`src/rtl/stream_cache_pkg.sv`:
```
package stream_cache_pkg;
  typedef enum logic [0:0] {LK_LOOK = 1'b0, LK_FILL = 1'b1} lk_state_e;
endpackage

```
`src/rtl/stream_detect.sv`:
```
module stream_detect #(
  parameter int PC_W    = 32,
  parameter int MAX_LEN = 16,
  parameter int LEN_W   = 5
) (
  input  logic             clk_i,
  input  logic             rst_ni,
  input  logic             pc_valid_i,
  input  logic [PC_W-1:0]  pc_i,
  output logic             push_o,
  output logic [PC_W-1:0]  start_o,
  output logic [LEN_W-1:0] len_o
);
  logic             have_q;
  logic [PC_W-1:0]  ppc_q, start_q;
  logic [LEN_W-1:0] len_q;
  logic             brk;

  assign brk     = ((pc_i - ppc_q) != PC_W'(4)) || (len_q == LEN_W'(MAX_LEN));
  assign push_o  = pc_valid_i && have_q && brk;
  assign start_o = start_q;
  assign len_o   = len_q;

  always_ff @(posedge clk_i or negedge rst_ni) begin
    if (!rst_ni) begin
      have_q  <= 1'b0;
      ppc_q   <= '0;
      start_q <= '0;
      len_q   <= '0;
    end else if (pc_valid_i) begin
      have_q <= 1'b1;
      ppc_q  <= pc_i;
      if (!have_q || brk) begin
        start_q <= pc_i;
        len_q   <= LEN_W'(1);
      end else begin
        len_q <= len_q + LEN_W'(1);
      end
    end
  end
endmodule

```
`src/rtl/desc_fifo.sv`:
```
module desc_fifo #(
  parameter int W     = 37,
  parameter int DEPTH = 4
) (
  input  logic         clk_i,
  input  logic         rst_ni,
  input  logic         push_i,
  input  logic [W-1:0] wdata_i,
  input  logic         pop_i,
  output logic [W-1:0] rdata_o,
  output logic         full_o,
  output logic         empty_o
);
  localparam int AW = (DEPTH > 1) ? $clog2(DEPTH) : 1;

  logic [W-1:0]  mem_q [DEPTH];
  logic [AW-1:0] wp_q, rp_q;
  logic [AW:0]   cnt_q;
  logic          do_push, do_pop;

  assign full_o  = (cnt_q == (AW+1)'(DEPTH));
  assign empty_o = (cnt_q == '0);
  assign do_push = push_i && !full_o;
  assign do_pop  = pop_i && !empty_o;
  assign rdata_o = mem_q[rp_q];

  function automatic logic [AW-1:0] nxt(input logic [AW-1:0] p);
    return (p == AW'(DEPTH-1)) ? '0 : p + AW'(1);
  endfunction

  always_ff @(posedge clk_i or negedge rst_ni) begin
    if (!rst_ni) begin
      wp_q  <= '0;
      rp_q  <= '0;
      cnt_q <= '0;
    end else begin
      if (do_push) wp_q <= nxt(wp_q);
      if (do_pop)  rp_q <= nxt(rp_q);
      if (do_push && !do_pop)      cnt_q <= cnt_q + 1'b1;
      else if (do_pop && !do_push) cnt_q <= cnt_q - 1'b1;
    end
  end

  always_ff @(posedge clk_i) begin
    if (do_push) mem_q[wp_q] <= wdata_i;
  end
endmodule

```
`src/rtl/stream_lookup.sv`:
```
module stream_lookup
  import stream_cache_pkg::*;
#(
  parameter int PC_W  = 32,
  parameter int LEN_W = 5,
  parameter int SETS  = 8,
  parameter int WAYS  = 4,
  localparam int SET_W = $clog2(SETS),
  localparam int WAY_W = $clog2(WAYS),
  localparam int IDX_W = SET_W + WAY_W
) (
  input  logic             clk_i,
  input  logic             rst_ni,
  input  logic             req_vld_i,
  input  logic [PC_W-1:0]  req_start_i,
  input  logic [LEN_W-1:0] req_len_i,
  output logic             req_pop_o,
  output logic             idx_valid_o,
  output logic [IDX_W-1:0] idx_o,
  output logic             miss_valid_o,
  output logic [PC_W-1:0]  miss_start_o,
  output logic [LEN_W-1:0] miss_len_o
);
  logic             v_q   [SETS][WAYS];
  logic [PC_W-1:0]  st_q  [SETS][WAYS];
  logic [LEN_W-1:0] ln_q  [SETS][WAYS];
  logic [WAY_W-1:0] age_q [SETS][WAYS];

  logic             lk_vld_q;
  lk_state_e        state_q;
  logic [PC_W-1:0]  lk_start_q;
  logic [LEN_W-1:0] lk_len_q;
  logic [WAY_W-1:0] vic_q;

  logic [SET_W-1:0] set_idx;
  logic [WAYS-1:0]  hit_w;
  logic             hit, look, touch_en;
  logic [WAY_W-1:0] hit_way, vic_way, touch_way, vic_inv, vic_old, best_age;
  logic             have_inv;

  // set hash: address bits above the byte offset folded with the length
  assign set_idx = lk_start_q[2 +: SET_W] ^ SET_W'(lk_len_q);

  for (genvar w = 0; w < WAYS; w++) begin : g_cmp
    assign hit_w[w] = v_q[set_idx][w] && (st_q[set_idx][w] == lk_start_q)
                      && (ln_q[set_idx][w] == lk_len_q);
  end

  assign hit = |hit_w;

  always_comb begin
    hit_way = '0;
    for (int w = 0; w < WAYS; w++) if (hit_w[w]) hit_way = WAY_W'(w);
  end

  // set 0 / way 0 stays empty: index 0 encodes a miss
  always_comb begin
    vic_inv  = '0;
    have_inv = 1'b0;
    for (int w = WAYS-1; w >= 0; w--) begin
      if (!(set_idx == '0 && w == 0) && !v_q[set_idx][w]) begin
        vic_inv  = WAY_W'(w);
        have_inv = 1'b1;
      end
    end
    vic_old  = (set_idx == '0) ? WAY_W'(1) : '0;
    best_age = '0;
    for (int w = 0; w < WAYS; w++) begin
      if (!(set_idx == '0 && w == 0) && age_q[set_idx][w] >= best_age) begin
        best_age = age_q[set_idx][w];
        vic_old  = WAY_W'(w);
      end
    end
    vic_way = have_inv ? vic_inv : vic_old;
  end

  assign look      = lk_vld_q && (state_q == LK_LOOK);
  assign touch_en  = (look && hit) || (lk_vld_q && state_q == LK_FILL);
  assign touch_way = (state_q == LK_FILL) ? vic_q : hit_way;
  assign req_pop_o = req_vld_i && (!lk_vld_q || touch_en);

  always_ff @(posedge clk_i or negedge rst_ni) begin
    if (!rst_ni) begin
      lk_vld_q     <= 1'b0;
      state_q      <= LK_LOOK;
      lk_start_q   <= '0;
      lk_len_q     <= '0;
      vic_q        <= '0;
      idx_valid_o  <= 1'b0;
      idx_o        <= '0;
      miss_valid_o <= 1'b0;
      miss_start_o <= '0;
      miss_len_o   <= '0;
    end else begin
      if (req_pop_o) begin
        lk_vld_q   <= 1'b1;
        lk_start_q <= req_start_i;
        lk_len_q   <= req_len_i;
      end else if (touch_en) begin
        lk_vld_q <= 1'b0;
      end
      if (look && !hit) begin
        state_q <= LK_FILL;
        vic_q   <= vic_way;
      end else if (state_q == LK_FILL) begin
        state_q <= LK_LOOK;
      end
      idx_valid_o  <= touch_en;
      idx_o        <= (state_q == LK_FILL) ? '0 : {set_idx, hit_way};
      miss_valid_o <= lk_vld_q && (state_q == LK_FILL);
      miss_start_o <= lk_start_q;
      miss_len_o   <= lk_len_q;
    end
  end

  always_ff @(posedge clk_i or negedge rst_ni) begin
    if (!rst_ni) begin
      for (int s = 0; s < SETS; s++) begin
        for (int w = 0; w < WAYS; w++) begin
          v_q[s][w]   <= 1'b0;
          age_q[s][w] <= WAY_W'(w);
        end
      end
    end else if (touch_en) begin
      if (state_q == LK_FILL) v_q[set_idx][vic_q] <= 1'b1;
      for (int w = 0; w < WAYS; w++) begin
        if (WAY_W'(w) == touch_way)
          age_q[set_idx][w] <= '0;
        else if (age_q[set_idx][w] < age_q[set_idx][touch_way])
          age_q[set_idx][w] <= age_q[set_idx][w] + WAY_W'(1);
      end
    end
  end

  always_ff @(posedge clk_i) begin
    if (lk_vld_q && state_q == LK_FILL) begin
      st_q[set_idx][vic_q] <= lk_start_q;
      ln_q[set_idx][vic_q] <= lk_len_q;
    end
  end
endmodule

```
`src/rtl/stream_cache_comp.sv`:
```
module stream_cache_comp #(
  parameter int PC_W    = 32,
  parameter int MAX_LEN = 16,
  parameter int SETS    = 8,
  parameter int WAYS    = 4,
  parameter int DEPTH   = 4,
  localparam int LEN_W  = $clog2(MAX_LEN + 1),
  localparam int IDX_W  = $clog2(SETS) + $clog2(WAYS)
) (
  input  logic             clk_i,
  input  logic             rst_ni,
  input  logic             pc_valid_i,
  input  logic [PC_W-1:0]  pc_i,
  output logic             idx_valid_o,
  output logic [IDX_W-1:0] idx_o,
  output logic             miss_valid_o,
  output logic [PC_W-1:0]  miss_start_o,
  output logic [LEN_W-1:0] miss_len_o
);
  localparam int DW = PC_W + LEN_W;

  logic             det_push, q_full, q_empty, q_pop;
  logic [PC_W-1:0]  det_start;
  logic [LEN_W-1:0] det_len;
  logic [DW-1:0]    q_rdata;

  stream_detect #(.PC_W(PC_W), .MAX_LEN(MAX_LEN), .LEN_W(LEN_W)) u_det (
    .clk_i, .rst_ni, .pc_valid_i, .pc_i,
    .push_o(det_push), .start_o(det_start), .len_o(det_len)
  );

  desc_fifo #(.W(DW), .DEPTH(DEPTH)) u_q (
    .clk_i, .rst_ni,
    .push_i(det_push), .wdata_i({det_start, det_len}),
    .pop_i(q_pop), .rdata_o(q_rdata),
    .full_o(q_full), .empty_o(q_empty)
  );

  stream_lookup #(.PC_W(PC_W), .LEN_W(LEN_W), .SETS(SETS), .WAYS(WAYS)) u_lk (
    .clk_i, .rst_ni,
    .req_vld_i(!q_empty),
    .req_start_i(q_rdata[DW-1 -: PC_W]),
    .req_len_i(q_rdata[LEN_W-1:0]),
    .req_pop_o(q_pop),
    .idx_valid_o, .idx_o, .miss_valid_o, .miss_start_o, .miss_len_o
  );
endmodule

```
`config.mk`:
```
export PLATFORM = sky130hd
export DESIGN_NAME = stream_cache_comp
export DESIGN_NICKNAME = d
export VERILOG_FILES = /design/src/rtl/stream_cache_pkg.sv /design/src/rtl/stream_detect.sv /design/src/rtl/desc_fifo.sv /design/src/rtl/stream_lookup.sv /design/src/rtl/stream_cache_comp.sv
export SDC_FILE = /design/constraint.sdc
export NUM_CORES = 2
export LEC_CHECK = 0
export CORE_MARGIN = 8
export CORE_UTILIZATION = 40
export CTS_CLUSTER_SIZE = 20
export DETAILED_ROUTE_END_ITERATION = 8
export GPL_ROUTABILITY_DRIVEN = 0
export PLACE_DENSITY = 0.55
export SLEW_MARGIN = 30
export SYNTH_ARGS = -nofsm -noshare
export SYNTH_HDL_FRONTEND = slang
export SYNTH_SLANG_ARGS = --single-unit
```
`constraint.sdc`:
```
create_clock -name clk_i -period 6.5 [get_ports clk_i]
set_input_delay 1.3 -clock clk_i [delete_from_list [all_inputs] [get_ports clk_i]]
set_output_delay 1.3 -clock clk_i [all_outputs]
set_load 0.01 [all_outputs]
```
==> flow_summary.json <==
{
  "synth-seq-area-share_pct": 73.6,
  "critical_path_fanout_max": 34,
  "post-route-drc-count": 0,
  "report.final.slew_viol_count": 0,
  "synth_edf_count": 1332,
  "placed_cells": 6040,
  "synthToLayoutAreaGrowth_pct": 16.7,
  "worst_hold_path.endpoint": "u_lk.v_q[23]$_DFFE_PN0P_",
  "worst_pin_slew_ps": 1080,
  "worst_clock_skew_ps": 50.0,
  "synth_area_leaders": "sky130_fd_sc_hd__edfxtp_1 63%, sky130_fd_sc_hd__dfrtp_1 8.9%, sky130_fd_sc_hd__mux4_2 4.1%",
  "detail_route.first_pass.iterations": 5,
  "clock-sinks": 1590,
  "clock_tree.root_cell": "sky130_fd_sc_hd__clkbuf_16",
  "rsz0062_at_grt": "false",
  "period_needed_ps": 6170,
  "async_flop_share_pct": 16.2,
  "final_critical_path_setup_slack_ps": 328,
  "crit-reg2reg-capture": "u_lk.age_q[36]$_DFFE_PN1P_",
  "ant_nets": 0,
  "layout_worst_path_cycle_share_pct": 94.9,
  "io-pin-count": 79,
  "clock_network_fraction_of_design_power_pct": 21.6,
  "drive_gt1_share_pct": 20.6,
  "slew_headroom_pct": 27.9,
  "cp_data_required_time_ps": 7240,
  "detailedRoute.firstIterationViolations": 3897,
  "track_usage_pct": 20.9,
  "first_global_vias": 36778,
  "hold_violations": 0,
  "clock_tree_from_tritoncts": "built",
  "clk_latency_ps": 820,
  "post_synth_top_area_cell": "sky130_fd_sc_hd__edfxtp_1",
  "switching_power_mw": 18.0,
  "critical_path.cell_chain": "xor2_4 > buf_12 > buf_4 > nor3_1 > a2111oi_0 > a21oi_1 > xor2_1 > nand4_1 > or4_1 > o41ai_2 > buf_4 > nor2_1 > buf_4 > nand2_1 > a31oi_1 > ha_1 > nor2_1 > nand2_1 > mux2_4 > a211o_1 > or2_1 > a22o_1",
  "global_route.overflow_total": 0,
  "finalSetupViolCount": 0,
  "clkTransAtPathRegs_ps": 60,
  "crit_family": "simple AND/OR/NAND/NOR gates",
  "r2r_start": "u_lk.lk_start_q[2]$_DFFE_PN0P_",
  "regToRegSetupSlack_ps": 330,
  "max_cap_viol_count": 0,
  "power.switching_fraction_pct": 40.4,
  "hp-start": "u_lk.v_q[23]$_DFFE_PN0P_",
  "drt-vias-per-instance": 5.77,
  "post_synth_most_frequent_cells": "1332 x sky130_fd_sc_hd__edfxtp_1, 371 x sky130_fd_sc_hd__o22ai_1, 226 x sky130_fd_sc_hd__dfrtp_1",
  "hpwlAfterDp_um": 112000,
  "h-tree-depth": 4,
  "final-instance-count-excl-fill": 6359,
  "postSynth.topFlopCell": "sky130_fd_sc_hd__edfxtp_1",
  "via_count_of_the_routed_design": 36674,
  "core-area_mm2": 0.158,
  "ctsLongestPathBuffers": 3,
  "run_status": "completed",
  "tritoncts.num_buffers": 168,
  "fillCellCount": 13511,
  "initial_core_util_pct": 40.1,
  "fp-row-count": 146,
  "p_seq_share_pct": 33.9,
  "synth_seq_cells": 1590,
  "die_height_um": 413,
  "critical_path_arrival_ps": 6920,
  "wire_length_reported_by_the_detailed_router_um": 182000,
  "timing.critical_path.from_type": "flop",
  "power_report.internal_total_mw": 26.6,
  "max_stage_delay_ps": 590,
  "ys_types": 90,
  "worst-r2r-cell-count": 22,
  "post_synth.cell_area_avg_um2": 16.2,
  "io_buffers": 78,
  "criticalPathCategory": "flop to flop",
  "max-vdd-ir-drop_mv": 0.549,
  "static_leakage_nw": 24.6,
  "worst-path-buf-inv": 4,
  "netlist.area_leader.share_pct": 63.3,
  "wl_per_cell_um": 28.6,
  "hold_path_depth": 1,
  "hold_wc_path_type": "flop to flop",
  "mappedNetlistArea_mm2": 0.0632,
  "comb_power_share_pct": 44.5,
  "die_area_mm2": 0.171,
  "die_w_um": 413,
  "synth_most_common_cell": "sky130_fd_sc_hd__edfxtp_1",
  "largest_net_degree_at_the_start_of_global_routing": 124,
  "worst_path_max_delay_cell": "sky130_fd_sc_hd__xor2_4",
  "pre_cts_ws_ps": -61.9,
  "synthesis.yosys.warnings": 0,
  "grt_antenna_before_repair": 15,
  "crit_path_end_kind": "flop",
  "power.density_cell_area_mw_per_mm2": 605,
  "layout.nets": 4226,
  "post_synth_inst_count": 3890,
  "global_route_wire_length_before_repair_um": 263000,
  "synth_nets": 3977,
  "timing.critical_path.mode_cell": "sky130_fd_sc_hd__buf_4",
  "achievable_freq_mhz": 162
}
==> power by group through the flow <==
| stage | sequential [mW] | combinational [mW] | clock (mW) |
|---|---|---|---|
| 4_1_cts | 15.1 | 19.9 | 9.78 |
| 6_report | 15.1 | 19.8 | 9.64 |
| 3_3_place_gp | 15.3 | 19.7 | 0 |
| 3_5_place_dp | 15.3 | 19.8 | 0 |
| 2_1_floorplan | 14.9 | 11.7 | 0 |
| 5_1_grt | 15.3 | 21.2 | 10.2 |
==> layout make-up <==
class                      instances  area, µm²  area share [%]
tap                             2072       2590            3.51
multi-input combinational       1961      15700            21.3
inverter                         102        383           0.519
antenna                            5       12.5          0.0170
clock buffer                     227       4640            6.29
sequential                      1590      46500            63.1
timing repair buffer             316       3040            4.12
clock inverter                    86        908            1.23
==> stage by stage <==
step	TNS (ps)	hold slack [ps]	instance area, µm²	util (%)	power [mW]
6_report	0	465	73800	46.8	44.6
3_5_place_dp	-62.8	454	68200	43.2	35.2
2_1_floorplan	0	434	63200	-	26.7
5_1_grt	0	485	73800	46.8	46.7
3_3_place_gp	-156	449	68100	43.2	35.0
4_1_cts	0	467	73700	46.8	44.8
==> placed cells by master, fill, tap and decap left out, types with 47 or more instances in the layout <==
cell / n
sky130_fd_sc_hd__nor4_1: 104
sky130_fd_sc_hd__edfxtp_1: 1332
sky130_fd_sc_hd__buf_4: 202
sky130_fd_sc_hd__ha_1: 51
sky130_fd_sc_hd__o22ai_1: 371
sky130_fd_sc_hd__inv_1: 102
sky130_fd_sc_hd__clkdlybuf4s50_1: 76
sky130_fd_sc_hd__a21oi_1: 74
sky130_fd_sc_hd__dfrtp_1: 204
sky130_fd_sc_hd__nand2_1: 207
sky130_fd_sc_hd__nor2_1: 80
sky130_fd_sc_hd__nand4_1: 52
sky130_fd_sc_hd__mux2i_1: 47
sky130_fd_sc_hd__clkbuf_16: 170
sky130_fd_sc_hd__nor3_1: 60
sky130_fd_sc_hd__xnor2_1: 132
sky130_fd_sc_hd__mux4_2: 114
sky130_fd_sc_hd__o21ai_0: 57
sky130_fd_sc_hd__mux2_2: 117
==> logic make-up (layout without fill, tap and decap cells) <==
group	after synthesis	in the layout	share of synthesized area, %
AOI/OAI and AO/OA	715	715	7.54
xor gates and xnor gates	177	177	2.54
adders and majority gates	52	52	1.04
buffers and inverters	339	731	2.24
DFF	1590	1590	73.6
muxes	284	284	7.01
other	0	5	0
and+or+nand+nor	733	733	6.06
==> worst register-to-register path, delay by kind of cell, from the launching register on <==
family,cells,cell delay [ps]
AO/OA/AOI/OAI,6,1550
buffers and inverters,4,950
flip-flops,1,550
multiplexers,1,280
XOR/XNOR,2,950
AND/OR/NAND/NOR,8,1600
adder cells (fa/ha/maj),1,240
==> flip-flops by register name, summed over array words and instances, names as in the netlist, 2 cells and up <==
name               cells
u_q.mem_q            148
u_lk.age_q            64
u_det.ppc_q           32
u_q.cnt_q              3
u_lk.idx_o             5
u_det.start_o         32
u_lk.miss_start_o     32
u_q.wp_q               2
u_q.rp_q               2
u_lk.ln_q            160
u_lk.lk_start_q       32
u_lk.miss_len_o        5
u_lk.lk_len_q          5
u_lk.st_q           1024
u_lk.vic_q             2
u_det.len_o            5
u_lk.v_q              32
==> per-layer routing <==
metal  part of all wire [%]  wire length, µm  global-route usage [%]  up-vias
met5                      0                0                       0        -
met4                    2.2             3990                    5.39        0
met3                    6.4            11600                    3.18      223
met2                     48            86700                    34.2     1244
met1                     44            79300                    29.5    19240
li1                       -                -                       -    15967
==> how the worst max path moves through the flow <==
stage,startpoint,end,depth (start not counted)
global route,u_lk.lk_start_q[2]$_DFFE_PN0P_,u_lk.age_q[44]$_DFFE_PN1P_,23
finish,u_lk.lk_start_q[2]$_DFFE_PN0P_,u_lk.age_q[36]$_DFFE_PN1P_,22
CTS,u_lk.lk_start_q[2]$_DFFE_PN0P_,u_lk.age_q[44]$_DFFE_PN1P_,22
detailed placement,pc_i[1],u_q.cnt_q[1]$_DFFE_PN0P_,19
global placement,pc_i[1],u_q.cnt_q[1]$_DFFE_PN0P_,19
floorplan,u_lk.lk_len_q[2]$_DFFE_PN0P_,u_lk.vic_q[0]$_DFFE_PN0P_,26
==> repair_timing <==
action                     CTS  global route
setup endpoints to repair    0            11
hold buffers                 0             0
resized for setup            0             1
buffers inserted             0             0
Power figures use the tool's default switching activity.
